--- src/rtl/hexrec_loader.sv ---
module hexrec_loader (
  input  logic        clk,
  input  logic        rst_n,
  input  logic        in_valid,
  input  logic [7:0]  in_char,
  output logic        wr_en,
  output logic [31:0] wr_addr,
  output logic [7:0]  wr_data,
  output logic        done,
  output logic        err_csum,
  output logic        err_format
);
  localparam logic [2:0] S_IDLE = 3'd0, S_CNT = 3'd1, S_AH = 3'd2, S_AL = 3'd3,
                         S_TYP = 3'd4, S_DAT = 3'd5, S_CHK = 3'd6;

  logic [2:0]  st;
  logic        hi_half;
  logic [3:0]  hi_nib;
  logic [7:0]  cnt, remaining, rtype, sum;
  logic [15:0] addr16, upper, ext;
  logic        is_hex;
  logic [3:0]  nib;
  logic [7:0]  b;
  logic        type_bad;

  always_comb begin
    is_hex = 1'b1;
    nib    = 4'd0;
    if (in_char >= "0" && in_char <= "9")      nib = 4'(in_char - "0");
    else if (in_char >= "A" && in_char <= "F") nib = 4'(in_char - "A" + 8'd10);
    else if (in_char >= "a" && in_char <= "f") nib = 4'(in_char - "a" + 8'd10);
    else                                       is_hex = 1'b0;
  end

  assign b = {hi_nib, nib};
  assign type_bad = !(b == 8'h00 || (b == 8'h01 && cnt == 8'd0) ||
                      (b == 8'h04 && cnt == 8'd2));

  always_ff @(posedge clk) begin
    if (!rst_n) begin
      st <= S_IDLE; hi_half <= 1'b0; hi_nib <= 4'd0;
      cnt <= 8'd0; remaining <= 8'd0; rtype <= 8'd0; sum <= 8'd0;
      addr16 <= 16'd0; upper <= 16'd0; ext <= 16'd0;
      wr_en <= 1'b0; wr_addr <= 32'd0; wr_data <= 8'd0;
      done <= 1'b0; err_csum <= 1'b0; err_format <= 1'b0;
    end else begin
      wr_en <= 1'b0;
      if (in_valid) begin
        if (in_char == ":") begin
          if (st != S_IDLE) err_format <= 1'b1;
          st <= S_CNT; hi_half <= 1'b0; sum <= 8'd0;
        end else if (st == S_IDLE) begin
          hi_half <= 1'b0;
        end else if (!is_hex) begin
          err_format <= 1'b1;
          st <= S_IDLE;
        end else if (!hi_half) begin
          hi_nib  <= nib;
          hi_half <= 1'b1;
        end else begin
          hi_half <= 1'b0;
          sum     <= sum + b;
          case (st)
            S_CNT: begin cnt <= b; remaining <= b; st <= S_AH; end
            S_AH:  begin addr16[15:8] <= b; st <= S_AL; end
            S_AL:  begin addr16[7:0] <= b; st <= S_TYP; end
            S_TYP: begin
              rtype <= b;
              if (type_bad) begin
                err_format <= 1'b1;
                st <= S_IDLE;
              end else begin
                st <= (cnt == 8'd0) ? S_CHK : S_DAT;
              end
            end
            S_DAT: begin
              if (rtype == 8'h00) begin
                wr_en   <= 1'b1;
                wr_addr <= {upper, addr16};
                wr_data <= b;
                addr16  <= addr16 + 16'd1;
              end else begin
                ext <= {ext[7:0], b};
              end
              remaining <= remaining - 8'd1;
              if (remaining == 8'd1) st <= S_CHK;
            end
            S_CHK: begin
              st <= S_IDLE;
              if (8'(sum + b) == 8'd0) begin
                if (rtype == 8'h01) done  <= 1'b1;
                if (rtype == 8'h04) upper <= ext;
              end else begin
                err_csum <= 1'b1;
              end
            end
            default: st <= S_IDLE;
          endcase
        end
      end
    end
  end
endmodule


--- config.mk ---
export PLATFORM = sky130hd
export DESIGN_NAME = hexrec_loader
export DESIGN_NICKNAME = d
export VERILOG_FILES = /design/src/rtl/hexrec_loader.sv
export SDC_FILE = /design/constraint.sdc
export NUM_CORES = 1
export LEC_CHECK = 0
export ABC_AREA = 1
export BUFFER_PORTS_ARGS = -buffer_cell sky130_fd_sc_hd__buf_2
export CELL_PAD_IN_SITES_DETAIL_PLACEMENT = 2
export CELL_PAD_IN_SITES_GLOBAL_PLACEMENT = 2
export CORE_MARGIN = 5
export CORE_UTILIZATION = 31
export CTS_CLUSTER_DIAMETER = 30
export CTS_CLUSTER_SIZE = 28
export DETAILED_ROUTE_END_ITERATION = 12
export GPL_ROUTABILITY_DRIVEN = 0
export PLACE_DENSITY = 0.75
export SYNTH_ARGS = -nofsm -noshare
export SYNTH_HDL_FRONTEND = slang
export SYNTH_SLANG_ARGS = --single-unit
--- constraint.sdc ---
create_clock -name clk -period 2.55 [get_ports clk]
set_input_delay 0 -clock clk [delete_from_list [all_inputs] [get_ports clk]]
set_output_delay 0 -clock clk [all_outputs]
set_load 0.005 [all_outputs]
== Yosys cells after proc, flatten, opt, wreduce, memory -nomap -nowiden ==
Cells that the tools add are included.

* Reductions and logical operators: 35
* Magnitude comparators: 6
* Bitwise operators: 9
* Multiplexer cells: 34
* Add/subtract/negate cells: 8
* Eq/ne operators: 20

{| class="wikitable"
|+ Operator list
! kind !! number
|-
| $pmux 8 s2 || 3
|-
| $reduce_and 7->1 || 5
|-
| $logic_not 8->1 || 4
|-
| $mux 8 || 4
|-
| $eq 8x1->1 const B || 3
|-
| $reduce_and 6->1 || 4
|-
| $mux 3 || 6
|-
| $add 16x1->16 const B || 1
|-
| $eq 8x3->1 const B || 2
|-
| $ge 8x7->1 const B || 2
|-
| $le 8x7->1 const B || 2
|-
| $mux 16 || 1
|-
| $reduce_and 8->1 || 2
|-
| $mux 1 || 15
|-
| $pmux 3 s5 || 1
|-
| $mux 4 || 3
|-
| $sub 4x1->4 const B || 3
|-
| $reduce_bool 2->1 || 5
|-
| $eq 3x3->1 const B || 3
|-
| $not 1->1 || 9
|-
| $add 4x4->4 const B || 2
|-
| $add 8x8->8 || 1
|-
| $eq 8x2->1 const B || 1
|-
| $eq 8x6->1 const B || 1
|-
| other kinds (19) || 29
|}

* Input port bits: 11
* Word-level logic and storage cells: 129
* Register bits after elaboration: 132

== Logic depth before layout (Yosys ltp) ==
* Depth after elaboration: 15
* Gate-level depth with buffers: 22
* Mapped depth without buffers: 21

== Worst setup path before layout ==
OpenSTA, ideal clock, no wires.

* Path kind: input-to-reg
* Start point: input port in_char[0]
* End point: register upper[10]
* Required time: 2.440 ns
* Arrival: 2.631 ns
* Setup time: 0.110 ns
* Path slack: -0.190 ns
* Stages: 18
* Path buffers: 1
* Path through: inv_1 -> ha_1 -> nand2_1 -> nand3_2 -> nand2_4 -> xor2_1 -> nor2_1 -> ha_1 -> fa_1 -> xnor2_1 -> nand2_1 -> nor3_2 -> nand3_2 -> nor2_4 -> buf_2 -> nand4_1 -> nand2_1 -> nor2_1

* Cells in the longest elaborated chain, start to end: 8
* Elaborated cells between the ends (all ways): 25
* Those cells by class: 6 x add/sub; 6 x order compare; 1 x eq/ne; 6 x mux; 1 x bitwise; 5 x reduce/logical

{| class="wikitable"
|+ Ends and longest elaborated chain
! element !! line !! RTL
|-
| from (decl) || 5 || <nowiki>input logic [7:0] in_char,</nowiki>
|-
| $sub 4x1->4, or another cell as far along || 30, 31 ||
|-
| $add 4x4->4 or $logic_and 1x1->1 (tied branches) || 30, 31 ||
|-
| $mux 4 || 31 || <nowiki>else if (in_char >= "a" && in_char <= "f") nib = 4'(in_char - "a" + 8'd10);</nowiki>
|-
| $mux 4 || 30 || <nowiki>else if (in_char >= "A" && in_char <= "F") nib = 4'(in_char - "A" + 8'd10);</nowiki>
|-
| $mux 4 * || 29 || <nowiki>if (in_char >= "0" && in_char <= "9") nib = 4'(in_char - "0");</nowiki>
|-
| via nib[0] || 22 || <nowiki>logic [3:0] nib;</nowiki>
|-
| $add 8x8->8 * || 90 || <nowiki>if (8'(sum + b) == 8'd0) begin</nowiki>
|-
| $logic_not 8->1 * || 90 ||
|-
| $reduce_and 8->1 (no source line) * || - ||
|-
| to (signal assigned) || 92 || <nowiki>if (rtype == 8'h04) upper <= ext;</nowiki>
|-
| to (decl) || 20 || <nowiki>logic [15:0] addr16, upper, ext;</nowiki>
|}

Mark *: on every way through the listed nets, which the timed path passes. The rest lies on a longest branch.
A chain may end at the register's enable or synchronous reset.

== Worst setup path in the final report ==
* Start point: input port in_char[1]
* End point: register upper[8]

* Cells in the longest elaborated chain, start to end: 8
* Elaborated cells between the ends (all ways): 25
* Those cells by class: 6 x add/sub; 6 x order compare; 1 x eq/ne; 6 x mux; 1 x bitwise; 5 x reduce/logical

{| class="wikitable"
|+ Ends and longest elaborated chain
! element !! line
|-
| $ge 8x7->1 or $le 8x7->1 (tied branches) || 31
|-
| $logic_and 1x1->1 || 31
|-
| $mux 4 || 31
|-
| $mux 4 || 30
|-
| $mux 4 * || 29
|-
| via nib[0] || 22
|-
| $add 8x8->8 * || 90
|-
| $logic_not 8->1 * || 90
|-
| $reduce_and 8->1 (no source line) * || -
|}

Marked as above.

==> results.yml <==
hold_path:
  hp-class: "input port to flip-flop"
yosys:
  synth_cell_type_count: 43
  synth_top_area_share_pct: 41.76
  ys_seq_elements: 132
  syn_nets: 887
  seq_area_frac_synth_pct: 41.76
  synth_top_family_by_area: "simple AND/OR/NAND/NOR gates"
  yosys.area.top_type: "dfxtp_1"
  synth.area.mux_share_pct: 0
  yosys_warnings: 0
  synth_compound_area_share_pct: 18.55
  synth_adder_area_share_pct: 3.085
  synth_area_per_cell_sq_um: 7.349
  synth_simple_gate_area_share_pct: 22.48
  synth_xor_area_share_pct: 2.907
  synthesis.area_sq_um: 6327
  netlist_instances: 861
  synth_area_leaders: "dfxtp_1, a21oi_1, inv_1"
route:
  ant_nets: 0
  viasPerCell: 5.005
  wl_per_cell_um: 17.48
  drt_iter0_drc: 222
  dr.pass1.iters: 4
  drt_wl_total_mm: 21.52
  drc_errors: 0
  via_count: 6161
sta:
  hold_viol: 0
  max_freq_mhz: 400.5
  maxSlewViolCount: 0
  holdWs_ns: 0.1135
  relSlewSlack_pct: 40.77
  setup-violations-final: 0
  post-route-min-period_ns: 2.497
  post-route-period-util_pct: 97.92
  setup_slack_ns: 0.05300
  worstMarginPinSlew_ns: 0.8875
  setup_tns_ns: 0
  skew_ns: 0.009642
run_status:
  status: "finished clean"
setup_path:
  worstPathArrival_ns: 2.85
  endpoint_kind: "flip-flop"
  worstSetupPathType: "input port to flip-flop"
  required_ns: 2.91
  start_kind: "input port"
  worstPathMaxFanout: 8
  r2r_slack_ns: 0.21
grt:
  grt_usage_pct: 17.76
  antenna_found_initial: 0
  grt_max_degree: 84
  met2_usage_pct: 31.34
  grt.busiest_layer: "met2"
  met1_usage_pct: 22.90
  gr-total-overflow: 0
  grt_use_met3_pct: 2.742
  grt_pass1_wl_mm: 34.13
  grt_pass1_vias: 6475
pwr:
  comb_power_share_pct: 4.7
  total_power_mw: 4.709
  p_clk_share_pct: 51.5
  p_leak_nw: 3.462
  pwr-share-seq_pct: 43.8
  swShare_pct: 24.45
  cell_internal_pwr_mw: 3.558
  ir_drop_mv: 0.4578
  powerDensity_nw_per_um2: 595.6
  switching_power_mw: 1.151
cts:
  numCtsBuffers: 17
  cts.root.buffer_cell: "clkbuf_16"
  clockBufferDepth: 2
  cts_tree: "built"
  cts.sinks: 132
  path_clk_slew_ns: 0.06
  clock_latency_ns: 0.43
  cts_max_level: 4
die:
  dieHeight_um: 152.9
  start_util_pct: 31.37
  die_area_sq_um: 23370
  ios: 55
  dieWidth_um: 152.9
  num_rows: 52
  core-area_sq_um: 20170
cells_and_area:
  diodes: 0
  drive_above_1_share_pct: 19.67
  multi_input_area_sq_um: 3148
  synthToLayoutAreaGrowth_pct: 24.94
  final_area_sq_um: 7905
  final_core_util_pct: 39.19
  nFillCells: 2356
  final_nets: 974
  seq_area_sq_um: 2643
  instances_no_fill: 1231
flow_run:
  drv_cap: 0
place:
  io_buffers: 54
  placed_cell_area_sq_um: 7151
  dp_cells: 1194
  place_ws_ns: -0.4495
  dp_hpwl_mm: 14.30
[power by group through the flow]
stage                     Sequential, mW  Clock, mW  Combinational, mW
final                               2.06       2.42              0.223
after floorplan                     2.11          0              0.105
after global placement              2.11          0              0.187
after CTS                           2.06       2.47              0.194
after detailed placement            2.11          0              0.192
after global routing                2.06       2.56              0.242
[per-layer routing]
metal	up-vias	wire length [um]	share of wire [%]
met2	55	10960	51
met4	0	245	1.1
li1	3010	-	-
met5	-	0	0
met3	18	423	2.0
met1	3078	9886	46
[kinds of logic (layout without fill, tap and decap cells)]
group / after synthesis / after routing
XOR/XNOR: 21 / 21
flip-flops: 132 / 132
adder cells (fa/ha/maj): 15 / 15
AO/OA/AOI/OAI: 226 / 226
AND/OR/NAND/NOR: 296 / 297
buffers and inverters: 171 / 270
[timing repair]
item	4_1_cts	5_1_grt
setup endpoints to repair	5	18
hold buffers	1	0
buffers inserted	0	3
hold endpoints to repair	1	0
pin swaps	2	13
resized for setup	0	24
cloned	0	1
[registers in the layout (all words and copies together), names as in the netlist, 3 cells and up]
signal,cells
sum,8
remaining,8
ext,16
cnt,8
wr_data,8
wr_addr,32
addr16,16
upper,16
st,3
rtype,8
hi_nib,4
[worst paths after layout]
path | startpoint | end | depth (start not counted)
worst max-delay path | in_char[1] | upper[8] | 21
worst min-delay path | rst_n | wr_addr[9] | 4
worst max register to register | sum[0] | upper[8] | 13
worst min register to register | upper[11] | wr_addr[27] | 2
[Yosys cell counts, drive strengths merged]
library cell	instances
fa	1
xor2	15
nand3	37
o21ai	107
inv	130
a21oi	104
o211ai	3
a221oi	1
nand2	122
buf	19
nor2b	1
and2	1
a31oi	9
or2	2
clkinv	2
clkbuf	20
dfxtp	132
ha	14
nor4	5
nand4	28
a211oi	2
nor3	26
nor2	74
xnor2	6
[critical path, cell delays in order]
cell and delay (ns):
buf_2 0.13, inv_4 0.06, ha_4 0.17, nand2_2 0.08, nand3_4 0.11, nand2_8 0.13
xor2_4 0.19, nor2_4 0.06, ha_4 0.17, fa_2 0.39, nand3_2 0.08, nand2_2 0.07
xor2_2 0.16, nor3_2 0.23, nand3_2 0.12, nor2_4 0.14, buf_12 0.14, nand3_4 0.15
nand2_1 0.11, inv_1 0.05, nor2_1 0.11
[layout make-up]
cell class,instances,area share (%)
multi-input cells,559,39.82
flip-flops and latches,132,33.43
repair buffers,106,8.832
inverters,132,6.363
clock buffers,20,5.777
well taps,270,4.274
clock inverters,12,1.504
[cells in the final DEF (no fill, tap or decap), types with 3 or more instances in the layout]
cell / n
inv_6: 5
nand3_4: 3
clkinvlp_4: 3
o21ai_0: 92
buf_4: 48
nor4_1: 4
inv_1: 119
nor3_2: 3
ha_4: 4
xnor2_1: 5
a21oi_1: 101
nand4_1: 27
nor2_4: 4
buf_2: 53
ha_1: 10
a31oi_1: 9
nor2_1: 67
o21ai_1: 15
dfxtp_1: 132
o211ai_1: 3
nor3_1: 23
inv_2: 8
inv_4: 3
nand2_1: 112
xor2_1: 13
nand2_4: 3
clkbuf_16: 17
nand3_1: 31
nand3_2: 4
nand2_2: 6
Note: power is estimated with default switching activity, not from simulation.
